### src/rtl/dual_tmr_pkg.sv
package dual_tmr_pkg;
    localparam int TMR_BW     = 8;
    localparam int TMR_M13_LO = 5;
    localparam int TMR_AW     = 3;

    localparam logic [TMR_AW-1:0] A_CTRL = 3'd0;
    localparam logic [TMR_AW-1:0] A_MODE = 3'd1;
    localparam logic [TMR_AW-1:0] A_C0LO = 3'd2;
    localparam logic [TMR_AW-1:0] A_C0HI = 3'd3;
    localparam logic [TMR_AW-1:0] A_C1LO = 3'd4;
    localparam logic [TMR_AW-1:0] A_C1HI = 3'd5;

    typedef enum logic [1:0] {
        MD_13    = 2'b00,
        MD_16    = 2'b01,
        MD_RLD   = 2'b10,
        MD_SPLIT = 2'b11
    } tmr_mode_e;

    typedef struct packed {
        tmr_mode_e mode;
        logic      ext_sel;
        logic      gate_en;
    } ch_cfg_t;

    typedef struct packed {
        logic [1:0]              run;
        logic [1:0]              flag;
        ch_cfg_t [1:0]           cfg;
        logic [1:0][TMR_BW-1:0]  lo;
        logic [1:0][TMR_BW-1:0]  hi;
        logic [1:0]              pin_prev;
        logic                    pulse;
    } tmr_state_t;
endpackage

### src/rtl/tmr_step.sv
module tmr_step
    import dual_tmr_pkg::*;
#(
    parameter int BW    = TMR_BW,
    parameter int LOW13 = TMR_M13_LO
) (
    input  tmr_mode_e       mode,
    input  logic            inc,
    input  logic [BW-1:0]   lo_i,
    input  logic [BW-1:0]   hi_i,
    output logic [BW-1:0]   lo_o,
    output logic [BW-1:0]   hi_o,
    output logic            ovf
);
    localparam int W13 = BW + LOW13;
    localparam int W16 = 2 * BW;

    logic [W13:0] s13;
    logic [W16:0] s16;
    logic [BW:0]  s8;

    always_comb begin
        lo_o = lo_i;
        hi_o = hi_i;
        ovf  = 1'b0;
        s13  = {1'b0, hi_i, lo_i[LOW13-1:0]} + (W13+1)'(1);
        s16  = {1'b0, hi_i, lo_i} + (W16+1)'(1);
        s8   = {1'b0, lo_i} + (BW+1)'(1);
        if (inc) begin
            case (mode)
                MD_13: begin
                    lo_o = {lo_i[BW-1:LOW13], s13[LOW13-1:0]};
                    hi_o = s13[W13-1:LOW13];
                    ovf  = s13[W13];
                end
                MD_16: begin
                    lo_o = s16[BW-1:0];
                    hi_o = s16[W16-1:BW];
                    ovf  = s16[W16];
                end
                MD_RLD: begin
                    ovf  = s8[BW];
                    lo_o = s8[BW] ? hi_i : s8[BW-1:0];
                end
                default: begin
                    // split / halted arrangement is resolved by the caller
                end
            endcase
        end
    end
endmodule

### src/rtl/tmr_flag_upd.sv
module tmr_flag_upd (
    input  logic hw_set,
    input  logic sw_we,
    input  logic sw_val,
    input  logic ack,
    input  logic q,
    output logic d
);
    always_comb begin
        if (hw_set)     d = 1'b1;
        else if (sw_we) d = sw_val;
        else if (ack)   d = 1'b0;
        else            d = q;
    end
endmodule

### src/rtl/dual_tmr.sv
module dual_tmr
    import dual_tmr_pkg::*;
#(
    parameter int BW    = TMR_BW,
    parameter int LOW13 = TMR_M13_LO,
    parameter int AW    = TMR_AW
) (
    input  logic            clk,
    input  logic            rst_n,
    input  logic            wr_en,
    input  logic [AW-1:0]   wr_addr,
    input  logic [BW-1:0]   wr_data,
    input  logic [1:0]      tick,
    input  logic [1:0]      ext_pin,
    input  logic [1:0]      gate_pin,
    input  logic [1:0]      ack,
    output logic [2*BW-1:0] ch0_count,
    output logic [2*BW-1:0] ch1_count,
    output logic [1:0]      ovf_flag,
    output logic            ch1_ovf_pulse
);
    localparam logic [BW-1:0] BYTE_MAX = '1;

    tmr_state_t s_q, s_d;

    logic [1:0]         fall;
    logic [1:0]         qual;
    logic [1:0]         en;
    logic               split, c1_halt, hi0_en;
    logic               lo0_wrap, hi0_wrap;
    logic [1:0]         set_flag;
    logic [1:0]         flag_d;
    logic [1:0]         step_ovf;
    logic [1:0][BW-1:0] st_lo, st_hi;
    logic               wr_ctrl;

    assign split   = (s_q.cfg[0].mode == MD_SPLIT);
    assign c1_halt = (s_q.cfg[1].mode == MD_SPLIT);
    assign wr_ctrl = wr_en && (wr_addr == A_CTRL);

    for (genvar g = 0; g < 2; g++) begin : g_ch
        assign fall[g] = s_q.pin_prev[g] & ~ext_pin[g];
        assign qual[g] = s_q.run[g] & (~s_q.cfg[g].gate_en | gate_pin[g])
                       & (s_q.cfg[g].ext_sel ? fall[g] : tick[g]);

        tmr_step #(.BW(BW), .LOW13(LOW13)) u_step (
            .mode (s_q.cfg[g].mode),
            .inc  (en[g]),
            .lo_i (s_q.lo[g]),
            .hi_i (s_q.hi[g]),
            .lo_o (st_lo[g]),
            .hi_o (st_hi[g]),
            .ovf  (step_ovf[g])
        );

        tmr_flag_upd u_flag (
            .hw_set (set_flag[g]),
            .sw_we  (wr_ctrl),
            .sw_val (wr_data[2+g]),
            .ack    (ack[g]),
            .q      (s_q.flag[g]),
            .d      (flag_d[g])
        );
    end

    always_comb begin
        en[0]       = qual[0];
        en[1]       = split ? (~c1_halt & tick[1]) : (qual[1] & ~c1_halt);
        hi0_en      = split & s_q.run[1] & tick[0];
        lo0_wrap    = split & en[0] & (s_q.lo[0] == BYTE_MAX);
        hi0_wrap    = hi0_en & (s_q.hi[0] == BYTE_MAX);
        set_flag[0] = split ? lo0_wrap : step_ovf[0];
        set_flag[1] = split ? hi0_wrap : step_ovf[1];
    end

    always_comb begin
        s_d          = s_q;
        s_d.pin_prev = ext_pin;
        s_d.pulse    = step_ovf[1];
        s_d.flag     = flag_d;
        s_d.lo[1]    = st_lo[1];
        s_d.hi[1]    = st_hi[1];
        if (split) begin
            s_d.lo[0] = s_q.lo[0] + BW'(en[0]);
            s_d.hi[0] = s_q.hi[0] + BW'(hi0_en);
        end else begin
            s_d.lo[0] = st_lo[0];
            s_d.hi[0] = st_hi[0];
        end
        if (wr_en) begin
            case (wr_addr)
                A_CTRL: s_d.run = wr_data[1:0];
                A_MODE: begin
                    s_d.cfg[0].mode    = tmr_mode_e'(wr_data[1:0]);
                    s_d.cfg[0].ext_sel = wr_data[2];
                    s_d.cfg[0].gate_en = wr_data[3];
                    s_d.cfg[1].mode    = tmr_mode_e'(wr_data[5:4]);
                    s_d.cfg[1].ext_sel = wr_data[6];
                    s_d.cfg[1].gate_en = wr_data[7];
                end
                A_C0LO: s_d.lo[0] = wr_data;
                A_C0HI: s_d.hi[0] = wr_data;
                A_C1LO: s_d.lo[1] = wr_data;
                A_C1HI: s_d.hi[1] = wr_data;
                default: begin
                end
            endcase
        end
    end

    always_ff @(posedge clk or negedge rst_n) begin
        if (!rst_n) s_q <= '0;
        else        s_q <= s_d;
    end

    assign ch0_count     = {s_q.hi[0], s_q.lo[0]};
    assign ch1_count     = {s_q.hi[1], s_q.lo[1]};
    assign ovf_flag      = s_q.flag;
    assign ch1_ovf_pulse = s_q.pulse;

    AST_FLAG_HW_SET: assert property (@(posedge clk) disable iff (!rst_n)
        set_flag[0] |=> ovf_flag[0]);
    AST_ACK_CLEAR: assert property (@(posedge clk) disable iff (!rst_n)
        ack[0] && !set_flag[0] && !wr_ctrl |=> !ovf_flag[0]);
    AST_STOPPED_HOLD: assert property (@(posedge clk) disable iff (!rst_n)
        !s_q.run[0] && !split && !(wr_en && (wr_addr == A_C0LO || wr_addr == A_C0HI))
        |=> $stable(ch0_count));
    AST_CH1_INACTIVE: assert property (@(posedge clk) disable iff (!rst_n)
        c1_halt && !split && !(wr_en && (wr_addr == A_C1LO || wr_addr == A_C1HI))
        |=> $stable(ch1_count));
    AST_PULSE_SOURCE: assert property (@(posedge clk) disable iff (!rst_n)
        ch1_ovf_pulse |-> $past(en[1]));
endmodule

### config.mk
export PLATFORM = sky130hd
export DESIGN_NAME = dual_tmr
export DESIGN_NICKNAME = d
export VERILOG_FILES = /design/src/rtl/dual_tmr_pkg.sv /design/src/rtl/tmr_step.sv /design/src/rtl/tmr_flag_upd.sv /design/src/rtl/dual_tmr.sv
export SDC_FILE = /design/constraint.sdc
export NUM_CORES = 1
export LEC_CHECK = 0
export BUFFER_PORTS_ARGS = -buffer_cell sky130_fd_sc_hd__buf_2
export CAP_MARGIN = 0
export CORE_MARGIN = 4
export CORE_UTILIZATION = 43
export DETAILED_ROUTE_END_ITERATION = 16
export SETUP_SLACK_MARGIN = 0.15
export SYNTH_ARGS = -nofsm -noshare
export SYNTH_HDL_FRONTEND = slang
export SYNTH_SLANG_ARGS = --single-unit
### constraint.sdc
create_clock -name clk -period 5.3 [get_ports clk]
set_clock_uncertainty 0.05 [all_clocks]
set_input_delay 0.795 -clock clk [delete_from_list [all_inputs] [get_ports clk]]
set_output_delay 0.795 -clock clk [all_outputs]
set_load 0.01 [all_outputs]
# Word-level counts from Yosys, hierarchy flattened
# Cells that the tools add are included.
# word_totals
mem_bits_rw,0
n_memories,0
output_inout_bits,35
ff_bits,47
inputBits,22
mem_bits_ro,0
latch_bits,0
# classes
order_cmp,0
bitwise_logic,20
div_mod_pow,0
n_reduce_logical,8
add_sub_neg,8
n_eq_ne,13
shift,0
mul,0
n_mux,32
# ops
cell,count
$mux W8,12
$pmux W8 S3,2
$add A16 B1 Y17 const B,2
$mux W32,1
$pmux W8 S2,2
$add A13 B1 Y14 const B,2
$add A8 B1 Y9 const B,2
$add A8 B1 Y8,2
$eq A8 B8 Y1 const B,2
$and A1 B1 Y1,13
$mux W1,13
$eq A2 B2 Y1 const B,4
$eq A3 B2 Y1 const B,2
$eq A3 B3 Y1 const B,2
$pmux W1 S3,2
$reduce_bool A3 Y1,2
$not A1 Y1,5
$eq A2 B1 Y1 const B,2
$logic_not A2 Y1,2
$reduce_and A2 Y1,2
$eq A3 B1 Y1 const B,1
$logic_not A3 Y1,1
$or A1 B1 Y1,2
$logic_and A1 B1 Y1,1

# Longest topological paths before layout
# Gate-level depths: netlist (run 1).
# depth
word_depth,9
depth_mapped,11

# Modules after synthesis
# Synthesis (run 1) repeated with hierarchy kept, for this count alone.
# unflattened
cells_unflattened,462
area_unflattened_um2,3931.3
# by_module_without_submodules
mod,seq_area_each_um2,cells_per_inst,instances,area_per_inst_um2
dual_tmr,1176.1,232,1,2502.4
tmr_step,0.0,113,2,700.7
tmr_flag_upd,0.0,2,2,13.8

# Least setup slack after synthesis (run 1)
# No wires, ideal clock.
# synth_path
kind,in2reg
from,input ext_pin[0]
to,"register s_q, in the netlist ch0_count[6]"
path_buffers,1
required_time_ns,5.109
path_stages,10
slack_ns,2.754
arrival_time_ns,2.355
setup_ns,0.141
path_cell_list,and3b_1 -> o211ai_2 -> inv_1 -> buf_2 -> ha_1 -> ha_1 -> nand2_1 -> o32ai_1 -> xnor2_1 -> a31oi_1
# synth_rtl
element,line_no,text
"start, declared",dual_tmr.sv:14,"input logic [1:0] ext_pin,"
"end signal, assigned",dual_tmr.sv:112,if (!rst_n) s_q <= '0;
"end signal, assigned",dual_tmr.sv:113,else s_q <= s_d;
"end, declared",dual_tmr.sv:24,"tmr_state_t s_q, s_d;"

==> out/metrics.csv, run 1 <==
metric;value;unit
drt drc;0;
first-pass GRT wire length;18300;um
initial antenna violation count;0;
Overflow after GRT;0;
yosys warns;0;
mux cell area share after synthesis;2.59;%
leak pwr;0.00156;uW
Worst Path Required;5.42;ns
max incr delay on CP;0.64;ns
height of the die;102;um
syn_nets;495;
Netlist cell types;69;
area of the multi-input gates;2230;um2
TNS Setup;0;ns
most frequent CP cell;ha_1;
CP Cell Sequence;buf_2 -> and3b_1 -> o211ai_2 -> inv_1 -> ha_1 -> ha_1 -> nand2_1 -> o22ai_1 -> xnor2_1 -> a31oi_1;
Ports;57;
Inserted Diodes;0;
Worst-Margin Slew;1.04;ns
# H-tree levels;2;
Primary FF master, synth;dfrtp_1;
Clock Sinks;47;
Post-synth EDFFs;0;
CTS tree;built;
CP max stage cell;o211ai_2;
clock slew at reported path FFs;0.10;ns
Nets;501;
fin util;46.2;%
register area;1180;um2
Post-Synth XOR/XNOR Area;3.67;%
dpl ws;1.96;ns
Setup Fix Bufs, Post-CTS;0;
Via Count;3628;
Pins Over Slew Limit;0;
post-route cell area;4010;um2
RSZ-0062 raised after global routing;false;
fin crit period;3.02;ns
largest net degree at the start of global routing;48;
kind of critical path;input port to flop;
Max Buffers Root-to-Sink;2;
setup slack, reg-to-reg;2.43;ns
syn_area_per_cell;8.17;um2
#FFs+latches synth;47;
die area;10400;um2
Syn Inst Count;467;
Pwr Density;445;nW/um2
Root Driver;clkbuf_8;
CP endpoint kind;flop;
CTS hold repair buffers;0;
WP data arrival;3.14;ns
DRT iter0 DRCs;337;
Mapped Area;3820;um2
Initial Util;44.0;%
sequential-to-total area share from yosys stat;30.8;%
CP Launch Type;input port;
hold path cells;1;
HP Class;flop to flop;
Hold Crit Start;s_q[35];
Placeable Area;8680;um2
run status;finished, final reports clean;
Worst Hold End;s_q[35];
Vias/cell;6.23;
Num CTS Buffers;5;
number of fill cells;907;
Detailed Route WL;11400;um
gr usage total;22.2;%
# setup viols final;0;
Area contributors post-synth;dfrtp_1, buf_4, o21ai_0, nand2_1, nor2_1;
post-DP HPWL;8080;um
post-synthesis adder-cell area fraction;1.97;%
share of the synthesized area in the top cell type;30.8;%
total power draw;1780;uW
Synth Area in Compound Gates;25.8;%
FMAX;331;MHz
routability cong.;0.917;
Max FO, Critical Path;17;
share of layout cells above drive strength 1;18.8;%
final worst slack;2.28;ns
asr flop ratio synth;100;%
Buffers on Ports;56;
Wirelength per Cell;19.6;um
Tcrit/Tclk final;57.0;%
PostCTS Resize Cnt;0;
vias in the first global route;3413;
Yosys top cell by area;dfrtp_1;
RR Endpoint;ch0_count[4];
Routed Antenna Nets;0;
DIE WIDTH;102;um
Hold Fails Final Rpt;0;
# rows;34;
MaxCap Viol Count;0;
Peak supply drop;0.171;mV
area fraction in and, or, nand and nor cells after synthesis;24.5;%
Worst R2R Path Depth;9;
Max-slew headroom;30.0;%
Area Growth Syn to Fin;4.95;%
Post-Place Cell Area;3890;um2
largest family of logic cells by synthesized area;compound AO/OA/AOI/OAI gates;
RR Startpoint;s_q[36];
router iterations before antenna repair;5;
Clock Latency Late Sink;0.31;ns
critical path: cells and delay by family:
kind | cells | cell delay [ns]
XOR/XNOR | 1 | 0.18
AND/OR/NAND/NOR | 2 | 0.31
adder cells (fa/ha/maj) | 2 | 0.51
buffers and inverters | 2 | 0.48
AO/OA/AOI/OAI | 3 | 0.85
how the worst max path moves through the flow:
stage | startpoint | to | slack [ns] | cells past startpoint
floorplan | ext_pin[0] | ch0_count[6] | 2.75 | 10
global placement | ext_pin[0] | ch0_count[6] | 2.02 | 10
detailed placement | ext_pin[0] | ch0_count[4] | 1.96 | 10
CTS | ext_pin[0] | ch0_count[4] | 2.29 | 10
global route | ext_pin[0] | ch0_count[6] | 2.08 | 10
finish | ext_pin[0] | ch0_count[4] | 2.28 | 10
sequential cells by signal, summed over array words and instances, names as in the netlist:
name	flops
ovf_flag	2
s_q	12
ch1_count	16
ch0_count	16
ch1_ovf_pulse	1
per-layer routing:
| layer | global-route usage, % | up-vias | wire, um |
|---|---|---|---|
| met1 | 33.8 | 1757 | 5400 |
| met3 | 3.82 | 13 | 742 |
| met2 | 32.6 | 132 | 5090 |
| li1 | - | 1726 | - |
| met5 | 0 | - | 0 |
| met4 | 5.75 | 0 | 160 |
layout by cell type, fill, tap and decap left out, types with 5 or more instances in the layout:
master / netlist / final
nand4_1: 10 / 10
xnor2_1: 7 / 7
nand2b_1: 6 / 6
a211oi_1: 9 / 9
mux2_2: 7 / 7
nor2b_1: 5 / 5
o211ai_1: 7 / 7
nor4_1: 7 / 7
and3_1: 6 / 6
clkbuf_8: 0 / 5
dfrtp_1: 47 / 47
buf_2: 7 / 56
a21oi_1: 23 / 23
nor2_1: 34 / 34
nor3_1: 18 / 18
nand2_1: 40 / 40
o21ai_0: 34 / 34
ha_1: 6 / 6
a31oi_1: 13 / 13
xor2_1: 9 / 9
o22ai_1: 9 / 9
or4_1: 5 / 5
or3_1: 9 / 9
o31ai_1: 5 / 5
nand3_1: 16 / 16
inv_1: 11 / 11
report_power, final:
group / switching [uW] / total, uW / internal (uW)
clock: 143 / 286 / 143
combinational: 455 / 783 / 328
sequential: 247 / 715 / 468
cells in the mapped netlist (all sizes together) (3+ instances only):
cell type / number
nor3: 19
o21a: 4
nand3: 18
a21oi: 23
ha: 6
mux2: 7
or3: 9
a211oi: 9
nor4: 7
nor2b: 5
or4: 5
o21ai: 34
o21bai: 3
or2: 3
o211ai: 8
inv: 11
a21o: 4
xor2: 9
nand4: 11
and3: 6
xnor2: 7
buf: 44
o31ai: 5
a221oi: 3
nand2: 40
nor2: 34
o2111ai: 4
clkbuf: 16
a31oi: 13
nand2b: 7
dfrtp: 47
o22ai: 10
final cells by class:
| type | instances | area share (%) |
|---|---|---|
| Clock buffer | 5 | 1.72 |
| Clock inverter | 3 | 1.19 |
| Inverter | 11 | 1.03 |
| Multi-Input combinational cell | 349 | 55.8 |
| Sequential cell | 47 | 29.4 |
| Tap cell | 108 | 3.37 |
| Timing Repair Buffer | 59 | 7.56 |
cell families (layout without fill, tap and decap cells):
kind of cell | count (synthesis) | after routing
AND/OR/NAND/NOR | 175 | 175
AO/OA/AOI/OAI | 143 | 143
buffers and inverters | 71 | 78
flip-flops | 47 | 47
XOR/XNOR | 16 | 16
multiplexers | 9 | 9
adder cells (fa/ha/maj) | 6 | 6
per-stage QoR:
step,hold WS [ns],instances
6_report,0.476,582
5_1_grt,0.512,582
4_1_cts,0.480,582
3_5_place_dp,0.456,574
3_3_place_gp,0.456,574
2_1_floorplan,0.432,467
Note: power is estimated with default switching activity, not from simulation.
==> inputs of run 2 (changes only) <==
==> constraint.sdc (replaced) <==
create_clock -name clk -period 2.8 [get_ports clk]
set_clock_uncertainty 0.05 [all_clocks]
set_input_delay 0.42 -clock clk [delete_from_list [all_inputs] [get_ports clk]]
set_output_delay 0.42 -clock clk [all_outputs]
set_load 0.01 [all_outputs]
==> run 2 against run 1 <==
  * Via count rose by 1.4%
  * Cell count rose by 1.2%
  * Sequential power rose by 87%
  * Sequential share of layout area fell by 0.25 points
  * Non-clock buffer count rose by 7
  * Clock power rose by 67%
  * Utilization rose by 0.40 points
  * Combinational power rose by 94%
  * Setup slack got worse by 1.7 ns
  * Largest cell class unchanged
  * Flip-flop and latch count did not move
==> out/metrics.csv, run 2 (same netlist as run 1, synthesis figures left out) <==
metric;value;unit
final worst slack;0.553;ns
commonest non-fill, non-tap cell in the layout;buf_2;
PostCTS Resize Cnt;0;
CP Launch Type;flop;
max incr delay on CP;0.65;ns
most frequent cells in the layout;buf_2, dfrtp_1, nand2_1, o21ai_0, nor2_1;
Buffers on Ports;56;
die area;10400;um2
RR Startpoint;ch1_count[0];
CP Cell Sequence;ha_1 -> and3_1 -> nand2_1 -> nor2_1 -> a2111oi_0 -> nor3_1;
Max-slew headroom;48.0;%
Max FO, Critical Path;6;
CTS tree;built;
gr usage total;23.0;%
Root Driver;clkbuf_8;
vias in the first global route;3513;
Clock Latency Late Sink;0.32;ns
# H-tree levels;2;
CP max stage cell;a2111oi_0;
MaxCap Viol Count;0;
CP endpoint kind;flop;
Peak supply drop;0.299;mV
height of the die;102;um
Routed Antenna Nets;0;
Hold Fails Final Rpt;0;
Detailed Route WL;11500;um
Clock Sinks;47;
leak pwr;0.00159;uW
Highest Signal Layer;met4;
share of layout cells above drive strength 1;20.0;%
critical path launch point;ch1_count[0];
routability cong.;0.924;
FMAX;445;MHz
Setup Fix Bufs, Post-CTS;0;
area of the multi-input gates;2230;um2
Vias/cell;6.25;
drt drc;0;
CTS hold repair buffers;0;
first-pass GRT wire length;18700;um
dpl ws;0.570;ns
Inserted Diodes;0;
# rows;34;
Nets;508;
HP Class;input port to async pin;
Initial Util;44.0;%
run status;finished, final reports clean;
initial antenna violation count;0;
Tcrit/Tclk final;80.3;%
largest net degree at the start of global routing;27;
Worst-Margin Slew;0.773;ns
# setup viols final;0;
register area;1180;um2
Num CTS Buffers;5;
Ports;57;
kind of critical path;flop to flop;
Via Count;3680;
number of fill cells;909;
Pins Over Slew Limit;0;
Wirelength per Cell;19.6;um
fin crit period;2.25;ns
Placeable Area;8680;um2
WP data arrival;2.38;ns
met3 wire len;886;um
DIE WIDTH;102;um
DRT iter0 DRCs;314;
post-DP HPWL;8290;um
TNS Setup;0;ns
Max Buffers Root-to-Sink;2;
Worst Path Required;2.93;ns
Area Growth Syn to Fin;5.87;%
RSZ-0062 raised after global routing;false;
WL met1;5380;um
DR WL met2;5070;um
Overflow after GRT;0;
router iterations before antenna repair;5;
clock slew at reported path FFs;0.10;ns
Pwr Density;826;nW/um2
## run 2: cell count changes in the layout (fill, tap and decap cells not counted)
cell	delta
clkbuf_8	+1
buf_4	+7
clkinvlp_4	+1
inv_6	-1
bufinv_16	-1
## run 2: where the power goes
| part | switching [uW] | total (uW) | internal [uW] | leakage (uW) |
|---|---|---|---|---|
| Clock | 275 | 478 | 203 | 0.0000474 |
| Combinational | 882 | 1520 | 639 | 0.000992 |
| Sequential | 450 | 1340 | 886 | 0.000546 |
## run 2: routing by layer
metal / track usage (%) / vias up
li1: - / 1733
met1: 34.1 / 1777
met2: 34.0 / 157
met3: 3.69 / 13
met4: 7.77 / 0
met5: 0 / -
## run 2: worst paths after layout
path	end	cells after the start	slack, ns
worst max-delay path	ch1_count[2]	6	0.55
worst min-delay path	ch1_count[4]	2	0.03
max in group asynchronous	ovf_flag[0]	2	2.38
min in group clk	s_q[1]	1	0.17
worst max register to register	ch1_count[2]	6	0.55
worst min register to register	s_q[35]	1	0.48
## run 2: cell type report
cell class | count | area share, %
Clock inverter | 2 | 0.403
Tap cell | 108 | 3.34
Timing Repair Buffer | 66 | 8.80
Multi-Input combinational cell | 349 | 55.3
Inverter | 11 | 1.02
Clock buffer | 6 | 2.04
Sequential cell | 47 | 29.1
## run 2: per-stage QoR
stage,total power (uW),cell area [um2],hold slack [ns],std cells,util (%)
5_1_grt,3590,4040,0.0753,589,46.6
4_1_cts,3320,4040,0.0534,589,46.6
3_5_place_dp,2840,3940,0.393,581,45.4
6_report,3340,4040,0.0311,589,46.6
3_3_place_gp,2820,3940,0.383,581,45.4
2_1_floorplan,2550,3820,0.0744,467,-
## run 2: critical path, delay by kind of cell, from the launching register on
family	cells	cell delay, ns
AOI/OAI and AO/OA	1	0.65
adders and majority gates	1	0.30
DFF	1	0.46
and+or+nand+nor	4	0.65
==> inputs of run 3 (changes only) <==
==> constraint.sdc (replaced) <==
create_clock -name clk -period 2.1 [get_ports clk]
set_clock_uncertainty 0.05 [all_clocks]
set_input_delay 0.315 -clock clk [delete_from_list [all_inputs] [get_ports clk]]
set_output_delay 0.315 -clock clk [all_outputs]
set_load 0.01 [all_outputs]
==> run 3 against run 2 <==
  * Combinational power grew 73%
  * Via count grew 4.5%
  * Wire length grew 5.8%
  * Count of clock-buffer cells in the layout shrank 1
  * Highest routed layer unchanged
  * Cell count grew 6.6%
  * Fmax grew 13%
==> out/metrics.csv, run 3 (same netlist as run 1, synthesis figures left out) <==
metric;value;unit
area of the multi-input gates;2420;um2
Worst-Margin Slew;0.454;ns
# H-tree levels;2;
commonest non-fill, non-tap cell in the layout;buf_2;
gr usage total;23.3;%
Routed Antenna Nets;0;
MaxCap Viol Count;0;
vias in the first global route;3610;
clock slew at reported path FFs;0.11;ns
DRT iter0 DRCs;278;
RSZ-0062 raised after global routing;true;
die area;10400;um2
Max FO, Critical Path;5;
Placeable Area;8680;um2
router iterations before antenna repair;5;
Tcrit/Tclk final;94.8;%
register area;1180;um2
post-DP HPWL;8760;um
Via Count;3847;
# rows;34;
Vias/cell;6.13;
Max-slew headroom;69.8;%
CTS tree;built;
WP data arrival;2.17;ns
height of the die;102;um
CP endpoint kind;flop;
Clock Latency Late Sink;0.31;ns
kind of critical path;flop to flop;
number of fill cells;848;
FMAX;502;MHz
Overflow after GRT;0;
largest net degree at the start of global routing;48;
Wirelength per Cell;19.4;um
dpl ws;0.0462;ns
HP Class;input port to flop;
drt drc;0;
Detailed Route WL;12200;um
Pins Over Slew Limit;0;
Buffers on Ports;56;
most frequent cells in the layout;buf_2, buf_4, dfrtp_1, nand2_1, nor2_1;
initial antenna violation count;0;
TNS Setup;0;ns
DIE WIDTH;102;um
routability cong.;0.923;
Nets;547;
Initial Util;44.0;%
Root Driver;clkbuf_8;
final worst slack;0.110;ns
Area Growth Syn to Fin;18.9;%
# setup viols final;0;
Hold Fails Final Rpt;0;
Pwr Density;1090;nW/um2
fin util;52.3;%
first-pass GRT wire length;18900;um
CP Launch Type;flop;
Clock Sinks;47;
fin crit period;1.99;ns
Ports;57;
Worst Path Required;2.28;ns
Inserted Diodes;0;
share of layout cells above drive strength 1;31.5;%
Max Buffers Root-to-Sink;2;
Peak supply drop;0.451;mV
run status;finished, final reports clean;
Num CTS Buffers;5;
leak pwr;0.00178;uW
## run 3: power breakdown
| part | switching [uW] | internal, uW | leakage (uW) |
|---|---|---|---|
| Clock | 376 | 248 | 0.0000467 |
| Combinational | 1490 | 1140 | 0.00119 |
| Sequential | 491 | 1190 | 0.000543 |
## run 3: layout make-up
type / instances / area share (%)
tap: 108 / 2.98
sequential: 47 / 26.0
multi-input combinational: 349 / 53.4
clock inverter: 3 / 0.607
inverter: 11 / 0.910
clock buffer: 5 / 1.52
timing repair buffer: 105 / 14.6
## run 3: path summary, 6_finish.rpt
path,startpoint,to,slack [ns],cells past startpoint
max in group asynchronous,rst_n,s_q[41],1.31,3
worst min register to register,s_q[35],s_q[35],0.49,1
worst max register to register,ch0_count[0],ch0_count[10],0.11,6
worst min-delay path,ext_pin[1],s_q[2],0.07,1
worst max-delay path,ch0_count[0],ch0_count[10],0.11,6
min in group asynchronous,rst_n,ch0_count[5],0.45,3
## run 3: repair_timing
item,4_1_cts,5_1_grt
hold buffers,1,0
gates cloned,0,0
resized for setup,5,30
setup buffers,3,6
endpoints found under the setup margin,8,25
pin swaps,2,16
endpoints found under the hold margin,47,0
## run 3: metrics by stage
| stage | std cells | hold WS [ns] | area [um2] | total power [uW] |
|---|---|---|---|---|
| 2_1_floorplan | 467 | -0.0306 | 3880 | 3440 |
| 3_3_place_gp | 610 | 0.275 | 4210 | 4010 |
| 3_5_place_dp | 610 | 0.274 | 4210 | 4060 |
| 4_1_cts | 622 | 0.0589 | 4350 | 4720 |
| 5_1_grt | 628 | 0.0552 | 4540 | 5290 |
| 6_report | 628 | 0.0666 | 4540 | 4930 |
## run 3: layer usage
metal	wire (um)	vias to the layer above	global-route usage (%)
met5	0	-	0
met4	122	0	5.95
met3	1020	9	5.32
met2	5500	149	34.2
met1	5560	1869	34.7
li1	-	1820	-
## run 3: worst max-delay path, cell delays in order, from the launching register on
cell and delay, ns:
dfrtp_1 0.37, ha_2 0.22, nand4_1 0.28, nor2_2 0.31, a21oi_1 0.09, or4_1 0.40
a31oi_1 0.19
